### src/rtl/md_pkg.sv
package md_pkg;
  typedef enum logic [1:0] {
    ST_IDLE = 2'd0,
    ST_MUL  = 2'd1,
    ST_DIV  = 2'd2,
    ST_FIN  = 2'd3
  } md_state_t;

  typedef enum logic {
    OP_MUL = 1'b0,
    OP_DIV = 1'b1
  } md_op_t;

  localparam int MD_WORD_W = 36;
endpackage

### src/rtl/md_mag_conv.sv
module md_mag_conv #(
  parameter int WORD_W = 36,
  localparam int MAG_W = WORD_W - 1
) (
  input  logic [WORD_W-1:0] word_i,
  output logic [MAG_W-1:0]  mag_o
);
  // Negative words hold the inverted magnitude; all-ones magnitude maps to 0.
  always_comb begin
    mag_o = word_i[WORD_W-1] ? ~word_i[MAG_W-1:0] : word_i[MAG_W-1:0];
  end
endmodule

### src/rtl/md_sign_apply.sv
module md_sign_apply #(
  parameter int WORD_W = 36,
  localparam int MAG_W = WORD_W - 1
) (
  input  logic              sign_i,
  input  logic [MAG_W-1:0]  mag_i,
  output logic [WORD_W-1:0] word_o
);
  always_comb begin
    word_o = {sign_i, sign_i ? ~mag_i : mag_i};
  end
endmodule

### src/rtl/md_div_step.sv
module md_div_step #(
  parameter int MAG_W = 35
) (
  input  logic [MAG_W-1:0] rem_i,
  input  logic [MAG_W-1:0] quo_i,
  input  logic [MAG_W-1:0] dvs_i,
  output logic [MAG_W-1:0] rem_o,
  output logic [MAG_W-1:0] quo_o
);
  logic [MAG_W:0] shifted;
  logic [MAG_W:0] diff;
  logic           fits;

  // One restoring step: bring down the next dividend bit, then try to subtract.
  always_comb begin
    shifted = {rem_i, quo_i[MAG_W-1]};
    diff    = shifted - {1'b0, dvs_i};
    fits    = (shifted >= {1'b0, dvs_i});
    rem_o   = fits ? diff[MAG_W-1:0] : shifted[MAG_W-1:0];
    quo_o   = {quo_i[MAG_W-2:0], fits};
  end
endmodule

### src/rtl/seq_muldiv.sv
module seq_muldiv
  import md_pkg::*;
#(
  parameter int WORD_W = MD_WORD_W
) (
  input  logic              clk,
  input  logic              rst_n,
  input  logic              start,
  input  logic              op_div,
  input  logic [WORD_W-1:0] ac_in,
  input  logic [WORD_W-1:0] io_in,
  input  logic [WORD_W-1:0] opnd_in,
  output logic [WORD_W-1:0] ac_out,
  output logic [WORD_W-1:0] io_out,
  output logic              ovf,
  output logic              done,
  output logic              busy
);
  localparam int MAG_W = WORD_W - 1;
  localparam int CNT_W = $clog2(MAG_W + 1);
  localparam int NUM_IN = 3;
  localparam logic [CNT_W-1:0] STEPS = CNT_W'(MAG_W);
  localparam logic [CNT_W-1:0] ONE = CNT_W'(1);

  // Input words: 0 = AC, 1 = IO, 2 = operand
  logic [NUM_IN-1:0][WORD_W-1:0] words_in;
  logic [NUM_IN-1:0][MAG_W-1:0]  mags_in;
  assign words_in = {opnd_in, io_in, ac_in};

  for (genvar g = 0; g < NUM_IN; g++) begin : g_conv
    md_mag_conv #(.WORD_W(WORD_W)) u_conv (
      .word_i(words_in[g]),
      .mag_o (mags_in[g])
    );
  end

  md_state_t         state_q;
  md_op_t            op_q;
  logic [WORD_W-1:0] ac_sv, io_sv;
  logic              sa_q, sb_q;
  logic [MAG_W-1:0]  mcand_q;
  logic [MAG_W-1:0]  hi_q, lo_q;
  logic              carry_q, added_q;
  logic [CNT_W-1:0]  cnt_q;
  logic              ovf_pend, ovf_q, done_q;
  logic [WORD_W-1:0] ac_out_q, io_out_q;

  logic              accept, ovf_det;
  logic [MAG_W-1:0]  rem_nx, quo_nx;
  logic              hi_sign;
  logic [WORD_W-1:0] hi_word, lo_word;

  assign accept  = start && (state_q == ST_IDLE);
  assign ovf_det = (mags_in[0] >= mags_in[2]);

  md_div_step #(.MAG_W(MAG_W)) u_step (
    .rem_i(hi_q),
    .quo_i(lo_q),
    .dvs_i(mcand_q),
    .rem_o(rem_nx),
    .quo_o(quo_nx)
  );

  assign hi_sign = (op_q == OP_DIV) ? sa_q : (sa_q ^ sb_q);

  md_sign_apply #(.WORD_W(WORD_W)) u_hi_sign (
    .sign_i(hi_sign), .mag_i(hi_q), .word_o(hi_word)
  );
  md_sign_apply #(.WORD_W(WORD_W)) u_lo_sign (
    .sign_i(sa_q ^ sb_q), .mag_i(lo_q), .word_o(lo_word)
  );

  always_ff @(posedge clk) begin
    if (!rst_n) begin
      state_q  <= ST_IDLE;
      op_q     <= OP_MUL;
      ac_sv    <= '0;
      io_sv    <= '0;
      sa_q     <= 1'b0;
      sb_q     <= 1'b0;
      mcand_q  <= '0;
      hi_q     <= '0;
      lo_q     <= '0;
      carry_q  <= 1'b0;
      added_q  <= 1'b0;
      cnt_q    <= '0;
      ovf_pend <= 1'b0;
      ovf_q    <= 1'b0;
      done_q   <= 1'b0;
      ac_out_q <= '0;
      io_out_q <= '0;
    end else begin
      done_q <= 1'b0;
      unique case (state_q)
        ST_IDLE: begin
          if (accept) begin
            op_q    <= op_div ? OP_DIV : OP_MUL;
            ac_sv   <= ac_in;
            io_sv   <= io_in;
            sa_q    <= ac_in[WORD_W-1];
            sb_q    <= opnd_in[WORD_W-1];
            mcand_q <= mags_in[2];
            cnt_q   <= STEPS;
            carry_q <= 1'b0;
            added_q <= 1'b0;
            if (op_div) begin
              hi_q     <= mags_in[0];
              lo_q     <= mags_in[1];
              ovf_pend <= ovf_det;
              state_q  <= ovf_det ? ST_FIN : ST_DIV;
            end else begin
              hi_q     <= '0;
              lo_q     <= mags_in[0];
              ovf_pend <= 1'b0;
              state_q  <= ST_MUL;
            end
          end
        end
        ST_MUL: begin
          if (lo_q[0] && !added_q) begin
            {carry_q, hi_q} <= {1'b0, hi_q} + {1'b0, mcand_q};
            added_q         <= 1'b1;
          end else begin
            hi_q    <= {carry_q, hi_q[MAG_W-1:1]};
            lo_q    <= {hi_q[0], lo_q[MAG_W-1:1]};
            carry_q <= 1'b0;
            added_q <= 1'b0;
            cnt_q   <= cnt_q - ONE;
            if (cnt_q == ONE) state_q <= ST_FIN;
          end
        end
        ST_DIV: begin
          hi_q  <= rem_nx;
          lo_q  <= quo_nx;
          cnt_q <= cnt_q - ONE;
          if (cnt_q == ONE) state_q <= ST_FIN;
        end
        ST_FIN: begin
          ovf_q  <= ovf_pend;
          done_q <= 1'b1;
          if (ovf_pend) begin
            ac_out_q <= ac_sv;
            io_out_q <= io_sv;
          end else begin
            ac_out_q <= hi_word;
            io_out_q <= lo_word;
          end
          state_q <= ST_IDLE;
        end
        default: state_q <= ST_IDLE;
      endcase
    end
  end

  assign ac_out = ac_out_q;
  assign io_out = io_out_q;
  assign ovf    = ovf_q;
  assign done   = done_q;
  assign busy   = (state_q != ST_IDLE);


  done_pulse_chk: assert property (@(posedge clk) disable iff (!rst_n)
    done |=> !done);


  done_idle_chk: assert property (@(posedge clk) disable iff (!rst_n)
    done |-> !busy);


  ovf_restore_chk: assert property (@(posedge clk) disable iff (!rst_n)
    (done && ovf) |-> (ac_out == ac_sv && io_out == io_sv));


  ovf_div_only_chk: assert property (@(posedge clk) disable iff (!rst_n)
    (done && ovf) |-> (op_q == OP_DIV));


  rem_bound_chk: assert property (@(posedge clk) disable iff (!rst_n)
    (state_q == ST_DIV) |-> (hi_q < mcand_q));


  busy_start_chk: assert property (@(posedge clk) disable iff (!rst_n)
    (busy && start) |=> ($stable(ac_sv) && $stable(io_sv) && $stable(mcand_q)));


  out_hold_chk: assert property (@(posedge clk) disable iff (!rst_n)
    !done |-> ($stable(ac_out) && $stable(io_out)));
endmodule

### config.mk
export PLATFORM = sky130hd
export DESIGN_NAME = seq_muldiv
export DESIGN_NICKNAME = d
export VERILOG_FILES = /design/src/rtl/md_pkg.sv /design/src/rtl/md_mag_conv.sv /design/src/rtl/md_sign_apply.sv /design/src/rtl/md_div_step.sv /design/src/rtl/seq_muldiv.sv
export SDC_FILE = /design/constraint.sdc
export NUM_CORES = 1
export LEC_CHECK = 0
export BUFFER_PORTS_ARGS = -buffer_cell sky130_fd_sc_hd__clkbuf_2
export CORE_UTILIZATION = 45
export DETAILED_ROUTE_END_ITERATION = 10
export MAX_ROUTING_LAYER = met4
export PLACE_DENSITY_LB_ADDON = 0.1
export SLEW_MARGIN = 20
export SYNTH_ARGS = -nofsm -noshare
export SYNTH_HDL_FRONTEND = slang
export SYNTH_SLANG_ARGS = --single-unit
### constraint.sdc
create_clock -name clk -period 7.7 [get_ports clk]
set_input_delay 1.54 -clock clk [delete_from_list [all_inputs] [get_ports clk]]
set_output_delay 1.54 -clock clk [all_outputs]
set_load 0.02 [all_outputs]
; Word-level counts from Yosys, hierarchy flattened
; Index checks and enable logic that the tools add are counted.
[classes]
eq_ne = 6
n_lt_le_gt_ge = 2
mul = 0
reduce_logical = 12
n_div = 0
shifts = 0
add_sub_neg = 3
n_mux = 34
n_bitwise = 6
[ops]
columns = op, count
row1 = two-way mux 35 bit, 12
row2 = one-hot mux 35 bit (3 select lines), 2
row3 = inverter 35 bit, 5
row4 = two-way mux 36 bit, 2
row5 = adder 35 x 35 -> 36 bit, 1
row6 = >= comparator 36 x 35 -> 1 bit, 1
row7 = >= comparator 35 bit, 1
row8 = subtractor 35 bit, 1
row9 = one-hot mux 6 bit (3 select lines), 1
row10 = two-way mux 6 bit, 2
row11 = two-way mux 1 bit, 8
row12 = two-way mux 2 bit, 4
row13 = one-hot mux 2 bit (4 select lines), 1
row14 = AND reduction 2 bit, 4
row15 = equality test 6 x 1 -> 1 bit (second input constant), 1
row16 = subtractor 6 x 1 -> 6 bit (second input constant), 1
row17 = equality test 2 bit (second input constant), 2
row18 = inequality test 2 bit (second input constant), 2
row19 = one-hot mux 1 bit (2 select lines), 2
row20 = nonzero test 2 bit, 2
row21 = AND reduction 3 bit, 1
row22 = nonzero test 3 bit, 1
row23 = equality test 2 x 1 -> 1 bit (second input constant), 1
row24 = logical AND 1 bit, 2
row25 = other kinds (3), 3
[word_totals]
in_bits = 112
latchBits = 0
mem_bits_rw = 0
memories = 0
mem_bits_ro = 0
elab_cells = 80
regBits = 265

; Logic depth before layout (Yosys ltp)
; Gate-level depths: netlist (run 1).
[logic_depth]
word_depth = 7
mapped_depth = 13

; Hierarchy
; Synthesis (run 1) repeated with hierarchy kept, for this count alone.
[hier_totals]
cells_unflattened = 2436
hier_area_um2 = 19200.9
[modules_own_cells]
columns = mod, cells_per_inst, n_inst, seq_area_each_um2, area_each_um2
row1 = seq_muldiv, 1789, 1, 5285.1, 14475.1
row2 = md_div_step, 450, 1, 0.0, 2821.5
row3 = md_mag_conv, 39, 3, 0.0, 377.9
row4 = md_sign_apply, 40, 2, 0.0, 385.4

; Least setup slack after synthesis (run 1)
; No wires, ideal clock.
[synth_path]
path_kind = input -> register
start = in ac_in[35]
end = reg state_q[0]
t_arrival_ns = 4.196
path_buffers = 2
cell_stages = 13
t_required_ns = 7.577
path_slack_ns = 3.382
setup_time_ns = 0.123
cell_sequence = clkbuf_1 -> buf_1 -> xor2_1 -> ha_1 -> a21o_1 -> a21o_1 -> a21o_1 -> a21o_1 -> a211oi_1 -> o211ai_1 -> a21oi_1 -> a21o_1 -> a21oi_1
[synth_between]
elab_chain_len = 6
[synth_lines]
columns = item, line
row1 = from (decl), seq_muldiv.sv:10  ; input logic [WORD_W-1:0] ac_in,
row2 = two-way mux 35 bit, md_mag_conv.sv:10  ; mag_o = word_i[WORD_W-1] ? ~word_i[MAG_W-1:0] : word_i[MAG_W-1:0];
row3 = >= comparator 35 bit, seq_muldiv.sv:54  ; assign ovf_det = (mags_in[0] >= mags_in[2]);
row4 = two-way mux 1 bit, seq_muldiv.sv:110  ; state_q <= ovf_det ? ST_FIN : ST_DIV;
row5 = two-way mux 2 bit, seq_muldiv.sv:106  ; if (op_div) begin
row6 = two-way mux 2 bit, seq_muldiv.sv:96  ; if (accept) begin
row7 = one-hot mux 2 bit (4 select lines), seq_muldiv.sv:94  ; unique case (state_q)
row8 = to (signal assigned), seq_muldiv.sv:110
row9 = to (decl), seq_muldiv.sv:37  ; md_state_t state_q;
; No other way between the ends. The select of a mux whose other input is x is not followed.
; A chain may end at the register's enable or synchronous reset.

; Worst setup path in the final report (run 1)
[layout_path]
start = reg hi_q[0]
end = reg hi_q[17]
[layout_between]
elab_chain_len = 3
[layout_lines]
columns = item, line
row1 = from (decl), seq_muldiv.sv:42  ; logic [MAG_W-1:0] hi_q, lo_q;
row2 = from (signal assigned), seq_muldiv.sv:107  ; hi_q <= mags_in[0];
row3 = from (signal assigned), seq_muldiv.sv:121  ; {carry_q, hi_q} <= {1'b0, hi_q} + {1'b0, mcand_q};
row4 = from (signal assigned), seq_muldiv.sv:124  ; hi_q <= {carry_q, hi_q[MAG_W-1:1]};
row5 = subtractor 35 bit (tied with other cells), md_div_step.sv:17  ; diff = shifted - {1'b0, dvs_i};
row6 = "two-way mux 35 bit, on equally long branches", "md_div_step.sv:19, seq_muldiv.sv:120"
row7 = one-hot mux 35 bit (3 select lines) (*), seq_muldiv.sv:94
; Mark *: on every way between the ends. The rest lies on a longest branch, timed or not.

==> results of run 1 <==
-- cell type report --
cell class	count	area (sq um)
Clock buffer	45	908
Clock inverter	9	126
Fill cell	3937	20000
Inverter	61	229
Multi-Input combinational cell	1806	12500
Sequential cell	264	5290
Tap cell	532	666
Timing Repair Buffer	206	1100
-- worst max-delay path, stage by stage, from the launching register on --
cell and delay, ps:
dfxtp_1 640, inv_1 130, fa_1 460, nand2b_1 180, a21oi_1 300, a21boi_1 170
a221oi_4 440, a21oi_4 170, nand2_4 450, mux2_2 440, a221oi_1 450, nor3_1 110
-- path summary, 6_finish.rpt --
path,startpoint,cells after the start,slack (ps),end
max reg2reg,hi_q[0]$_SDFFE_PN0P_,11,3590,hi_q[17]$_SDFFE_PN0P_
max,hi_q[0]$_SDFFE_PN0P_,11,3590,hi_q[17]$_SDFFE_PN0P_
min reg2reg,io_sv[8]$_SDFFE_PN0P_,2,460,io_sv[8]$_SDFFE_PN0P_
min,io_sv[8]$_SDFFE_PN0P_,2,460,io_sv[8]$_SDFFE_PN0P_
-- metrics by stage --
step           worst slack (ps)   util  std cells  cell area [sq um]
5_1_grt                    3460  0.510       2923              20800
3_3_place_gp               3300  0.484       2869              19800
2_1_floorplan              3380      -       2316              18700
4_1_cts                    3650  0.510       2923              20800
6_report                   3590  0.510       2923              20800
3_5_place_dp               3210  0.484       2869              19800
-- synthesized netlist by cell type, drive strengths merged, types with 37 or more instances --
master  count  area share
o21ai     131       0.035
o211a     148       0.079
dfxtp     264        0.28
xor2       64       0.030
buf        37      0.0088
inv        61       0.012
nor2       49      0.0099
ha        111       0.074
nand2     435       0.088
a21oi     118       0.032
a21boi     79       0.032
o211ai    124       0.050
a21o       48       0.019
xnor2     171       0.080
clkbuf    148       0.030
-- flip-flops by register name, indices dropped and copies added, names as in the netlist --
name and count:
io_sv 36, ac_out 36, added_q 1, carry_q 1, done 1, op_q 1, ovf_pend 1, cnt_q 6
lo_q 35, sb_q 1, mcand_q 35, hi_q 35, io_out 36, ac_sv 36, state_q 2, ovf 1
-- metal layers --
layer | part of all wire | GRT usage
met1 | 0.50 | 0.475
met2 | 0.41 | 0.425
met3 | 0.080 | 0.0413
met4 | 0.018 | 0.0606
met5 | 0 | -
-- power by group --
part	switching [W]	leakage, nW	internal, W
registers	0.000411	2.17	0.00168
logic	0.00286	6.63	0.00173
clock network	0.000608	0.509	0.000910
total	0.00387	9.30	0.00432
-- cells in the final DEF, fill, tap and decap left out, types with 9 or more instances in the layout --
cell / n
inv_1: 61
o21a_1: 14
a21oi_1: 117
a22o_1: 35
nand3_1: 25
clkbuf_16: 31
a221oi_1: 28
mux2_2: 11
nor2b_1: 9
nand2b_1: 9
xnor2_1: 170
a211oi_1: 11
and2_1: 9
buf_4: 19
a21boi_0: 78
or3_1: 10
o211ai_1: 124
nand4_1: 25
nand2_1: 433
o21ai_0: 129
a21o_1: 48
mux2i_1: 13
ha_1: 109
clkbuf_2: 185
xor2_1: 63
nor3_1: 25
a31oi_1: 12
dfxtp_1: 263
o211a_1: 148
nor2_1: 48
-- kinds of logic after synthesis --
kind of cell	Yosys count
compound gates	809
xor+xnor	235
fa+ha+maj	113
buf+inv	246
flops	264
mux	25
simple gates	624
==> reports/metrics.yaml, run 1 <==
synthSimpleGateAreaFrac: 0.143
relSlewSlack: 0.261
yosysWarnings: 0
fp.dieW_microns: 206
grt_pass1_vias: 16121
core-area_sq_um: 40800
rows: 74
powerDensity_nw_per_um2: 394
ys.flop_type: "dfxtp_1"
ios: 187
num_vias: 17773
endpoint_kind: "flip-flop"
power.total_w: 0.00819
min_period_ps: 4110
grt_pass1_wl_microns: 98800
drc: 0
antenna_left: 0
htreeDepth: 1
antenna_found_initial: 0
cp_max_fo: 37
ctsHoldBuffers: 0
die_h_microns: 206
numCtsBuffers: 31
rsz0062_at_grt: "false"
grt_max_degree: 140
drt_iter0_drc: 2102
cts_resized: 0
fmax_mhz: 243
synth_fa_ha_area_frac: 0.0766
hold_violations: 0
grt.overflow.total: 0
synth_compound_area_frac: 0.322
clk_pin_slew_ps: 60
cts_tree: "built"
tightest_slew_ps: 1100
p_leak_nw: 9.30
clockBufferDepth: 3
dpl.hpwl_microns: 47100
first_pass_iters: 6
synth_area_sq_um: 18700
cts.sinks: 264
synthCells: 2316
clk_latency_ps: 570
maxSlewViolCount: 0
place.gp.congestion: 0.983
wl_per_cell_microns: 22.3
async_flop_share: 0
synth_area_per_cell_sq_um: 8.06
root_buffer: "clkbuf_16"
postCtsSetupBuffers: 0
worstHoldPathType: "reg -> reg"
status: "complete, no violations"
nets: 2595
synth_top_family_by_area: "compound AO/OA/AOI/OAI gates"
drive_gt1_frac: 0.124
initial_core_util: 0.457
finalWirelength_microns: 65100
synth_cell_types: 76
yosysSeqAreaShare: 0.283
port_buffers: 186
synthXorXnorAreaFrac: 0.110
synth_mux_area_frac: 0.0144
die_area_sq_um: 42300
finClkSkew_ps: 14.8
critical_path_arrival_ps: 4540
post-route-period-util: 0.534
setup_tns_ps: 0
vias_per_cell: 6.08
synth-edff-count: 0
antenna_cells: 0
vdd_drop_max_uv: 249
critPathLaunchType: "flip-flop"
synthesis.nets: 2541
setup_viol: 0
whs_ps: 464
maxCapViolCount: 0
area_delta_synth_final_pct: 11.5
synth_seq_cells: 264
grt_use_total: 0.310
crit_required_ps: 8130
crit_type: "reg -> reg"
(Power assumes the default switching activity.)
==> inputs of run 2 (changes only) <==
ABC_AREA = 1   (was not set)
clock period = 3.63 ns   (was 7.7 ns; I/O delays follow)
==> run 2 against run 1 <==
- die area is 5.4% higher
- non-clock buffer count increased by 70
- worst hold slack got worse by 85 ps
- register-to-register slack worse by 3300 ps
==> reports/metrics.yaml, run 2 <==
status: "complete, no violations"
ys.flop_type: "dfxtp_1"
synth_seq_cells: 264
final_core_util: 0.520
cts_resized: 0
worst_path_most_repeated_cell: "nand2_1"
yosysMostFrequentCell: "nand2_1"
finClkSkew_ps: 24.9
core-area_sq_um: 43100
synthSimpleGateAreaFrac: 0.259
antenna_left: 0
synth_fa_ha_area_frac: 0.0726
synth_mux_area_frac: 0
initial_core_util: 0.457
critPathTopFamily: "simple AND/OR/NAND/NOR gates"
ctsHoldBuffers: 0
fmax_mhz: 301
grt_pass1_vias: 20762
drive_gt1_frac: 0.116
vdd_drop_max_uv: 444
rows: 76
critical_path_arrival_ps: 3790
grt_pass1_wl_microns: 129000
die_h_microns: 211
area_delta_synth_final_pct: 13.9
fillers: 4578
post-route-period-util: 0.917
numCtsBuffers: 30
synth_area_sq_um: 19700
layout_common_cells: "nand2_1, inv_1, a21oi_1"
synth_area_per_cell_sq_um: 6.27
endpoint_kind: "flip-flop"
synth_compound_area_frac: 0.235
critPathLaunchType: "flip-flop"
yosysWarnings: 0
cp_max_fo: 22
rsz0062_at_grt: "false"
die_area_sq_um: 44600
root_buffer: "clkbuf_16"
place.gp.congestion: 1.13
yosysSeqAreaShare: 0.269
hold_violations: 0
worstHoldPathType: "in -> reg"
wl_per_cell_microns: 22.2
setup_tns_ps: 0
relSlewSlack: 0.382
synthesis.nets: 3366
tightest_slew_ps: 924
clk_latency_ps: 600
ios: 187
grt_max_degree: 137
synthCells: 3141
num_vias: 22313
grt.overflow.total: 0
holdPathStages: 3
htreeDepth: 1
vias_per_cell: 5.73
dpl.hpwl_microns: 67800
synth_top_family_by_area: "simple AND/OR/NAND/NOR gates"
setup_viol: 0
clockBufferDepth: 3
worstPathCellList: "inv_1 > fa_1 > inv_1 > nand3_1 > nand2_1 > nand4_1 > nand3_2 > nand3_4 > nand2_4 > buf_4 > nand2_1 > nand3_1 > nand2_1 > nand2_1 > a21oi_2"
synth_cell_types: 47
multi_input_area_sq_um: 12100
drc: 0
max_stage_delay_ps: 660
final_common_cell: "nand2_1"
rr_startpoint: "hi_q[0]$_SDFFE_PN0P_"
reg2regPathDepth: 15
cp.depth: 15
min_period_ps: 3330
first_pass_iters: 6
synth-edff-count: 0
critPathSlowestCell: "dfxtp_1"
finalWirelength_microns: 86600
powerDensity_nw_per_um2: 856
postCtsSetupBuffers: 0
crit_type: "reg -> reg"
path_buf_inv: 3
hold_start: "io_in[12]"
fp.dieW_microns: 211
async_flop_share: 0
drt_iter0_drc: 2534
cts_tree: "built"
port_buffers: 186
p_leak_nw: 11.2
cts.sinks: 264
power.total_w: 0.0192
grt_use_total: 0.395
ys_top_cells_by_area: "dfxtp_1, nand2_1, inv_1"
crit_required_ps: 4090
maxSlewViolCount: 0
maxCapViolCount: 0
worstSetupStartpoint: "hi_q[0]$_SDFFE_PN0P_"
synthXorXnorAreaFrac: 0.0472
nets: 3511
synth_top_area_cell: "dfxtp_1"
antenna_found_initial: 1
clk_pin_slew_ps: 70
ff_latch_area_sq_um: 5290
yosys-top-cells-count: "nand2_1, inv_1, a21oi_1"
whs_ps: 378
netlist.area_leader.share: 0.269
[run 2: metrics by stage]
step           std cells  instance area (sq um)  setup slack [ps]
6_report            3894                  22400               303
2_1_floorplan       3141                  19700               942
3_5_place_dp        3839                  21400               284
5_1_grt             3894                  22400               181
3_3_place_gp        3839                  21400               334
4_1_cts             3893                  22400               451
[run 2: worst register-to-register path, cell delays in order (launching register included)]
cell and delay [ps]:
dfxtp_1 660, inv_1 250, fa_1 530, inv_1 80, nand3_1 100, nand2_1 230, nand4_1 220, nand3_2 180
nand3_4 100, nand2_4 230, buf_4 270, nand2_1 90, nand3_1 80, nand2_1 60, nand2_1 70, a21oi_2 60
[run 2: layout make-up]
class / count / share of cell area
clock inverters: 11 / 0.00564
clock buffers: 43 / 0.0388
diodes: 1 / 0.000112
inverters: 437 / 0.0733
multi-input cells: 2277 / 0.540
flip-flops and latches: 264 / 0.236
well taps: 585 / 0.0326
repair buffers: 276 / 0.0736
[run 2: final timing paths]
| path | end | slack [ps] |
|---|---|---|
| max | hi_q[4]$_SDFFE_PN0P_ | 300 |
| min | io_sv[12]$_SDFFE_PN0P_ | 380 |
| max reg2reg | hi_q[4]$_SDFFE_PN0P_ | 300 |
| min reg2reg | io_sv[35]$_SDFFE_PN0P_ | 450 |
[run 2: kinds of logic after synthesis]
logic type,after synthesis
compound gates,809
xor+xnor,106
fa+ha+maj,113
buf+inv,600
flops,264
simple gates,1249
[run 2: power by group]
group	internal (W)	total [W]	switching, W
registers	0.00361	0.00426	0.000647
logic	0.00350	0.0118	0.00832
clock network	0.00180	0.00311	0.00131
[run 2: per-layer routing]
| metal | up-vias | global-route usage | routed length, microns |
|---|---|---|---|
| met5 | - | - | 0 |
| met3 | 181 | 0.0617 | 8530 |
| li1 | 10631 | - | - |
| met2 | 1185 | 0.600 | 38000 |
| met4 | 0 | 0.173 | 4290 |
| met1 | 10316 | 0.517 | 35800 |
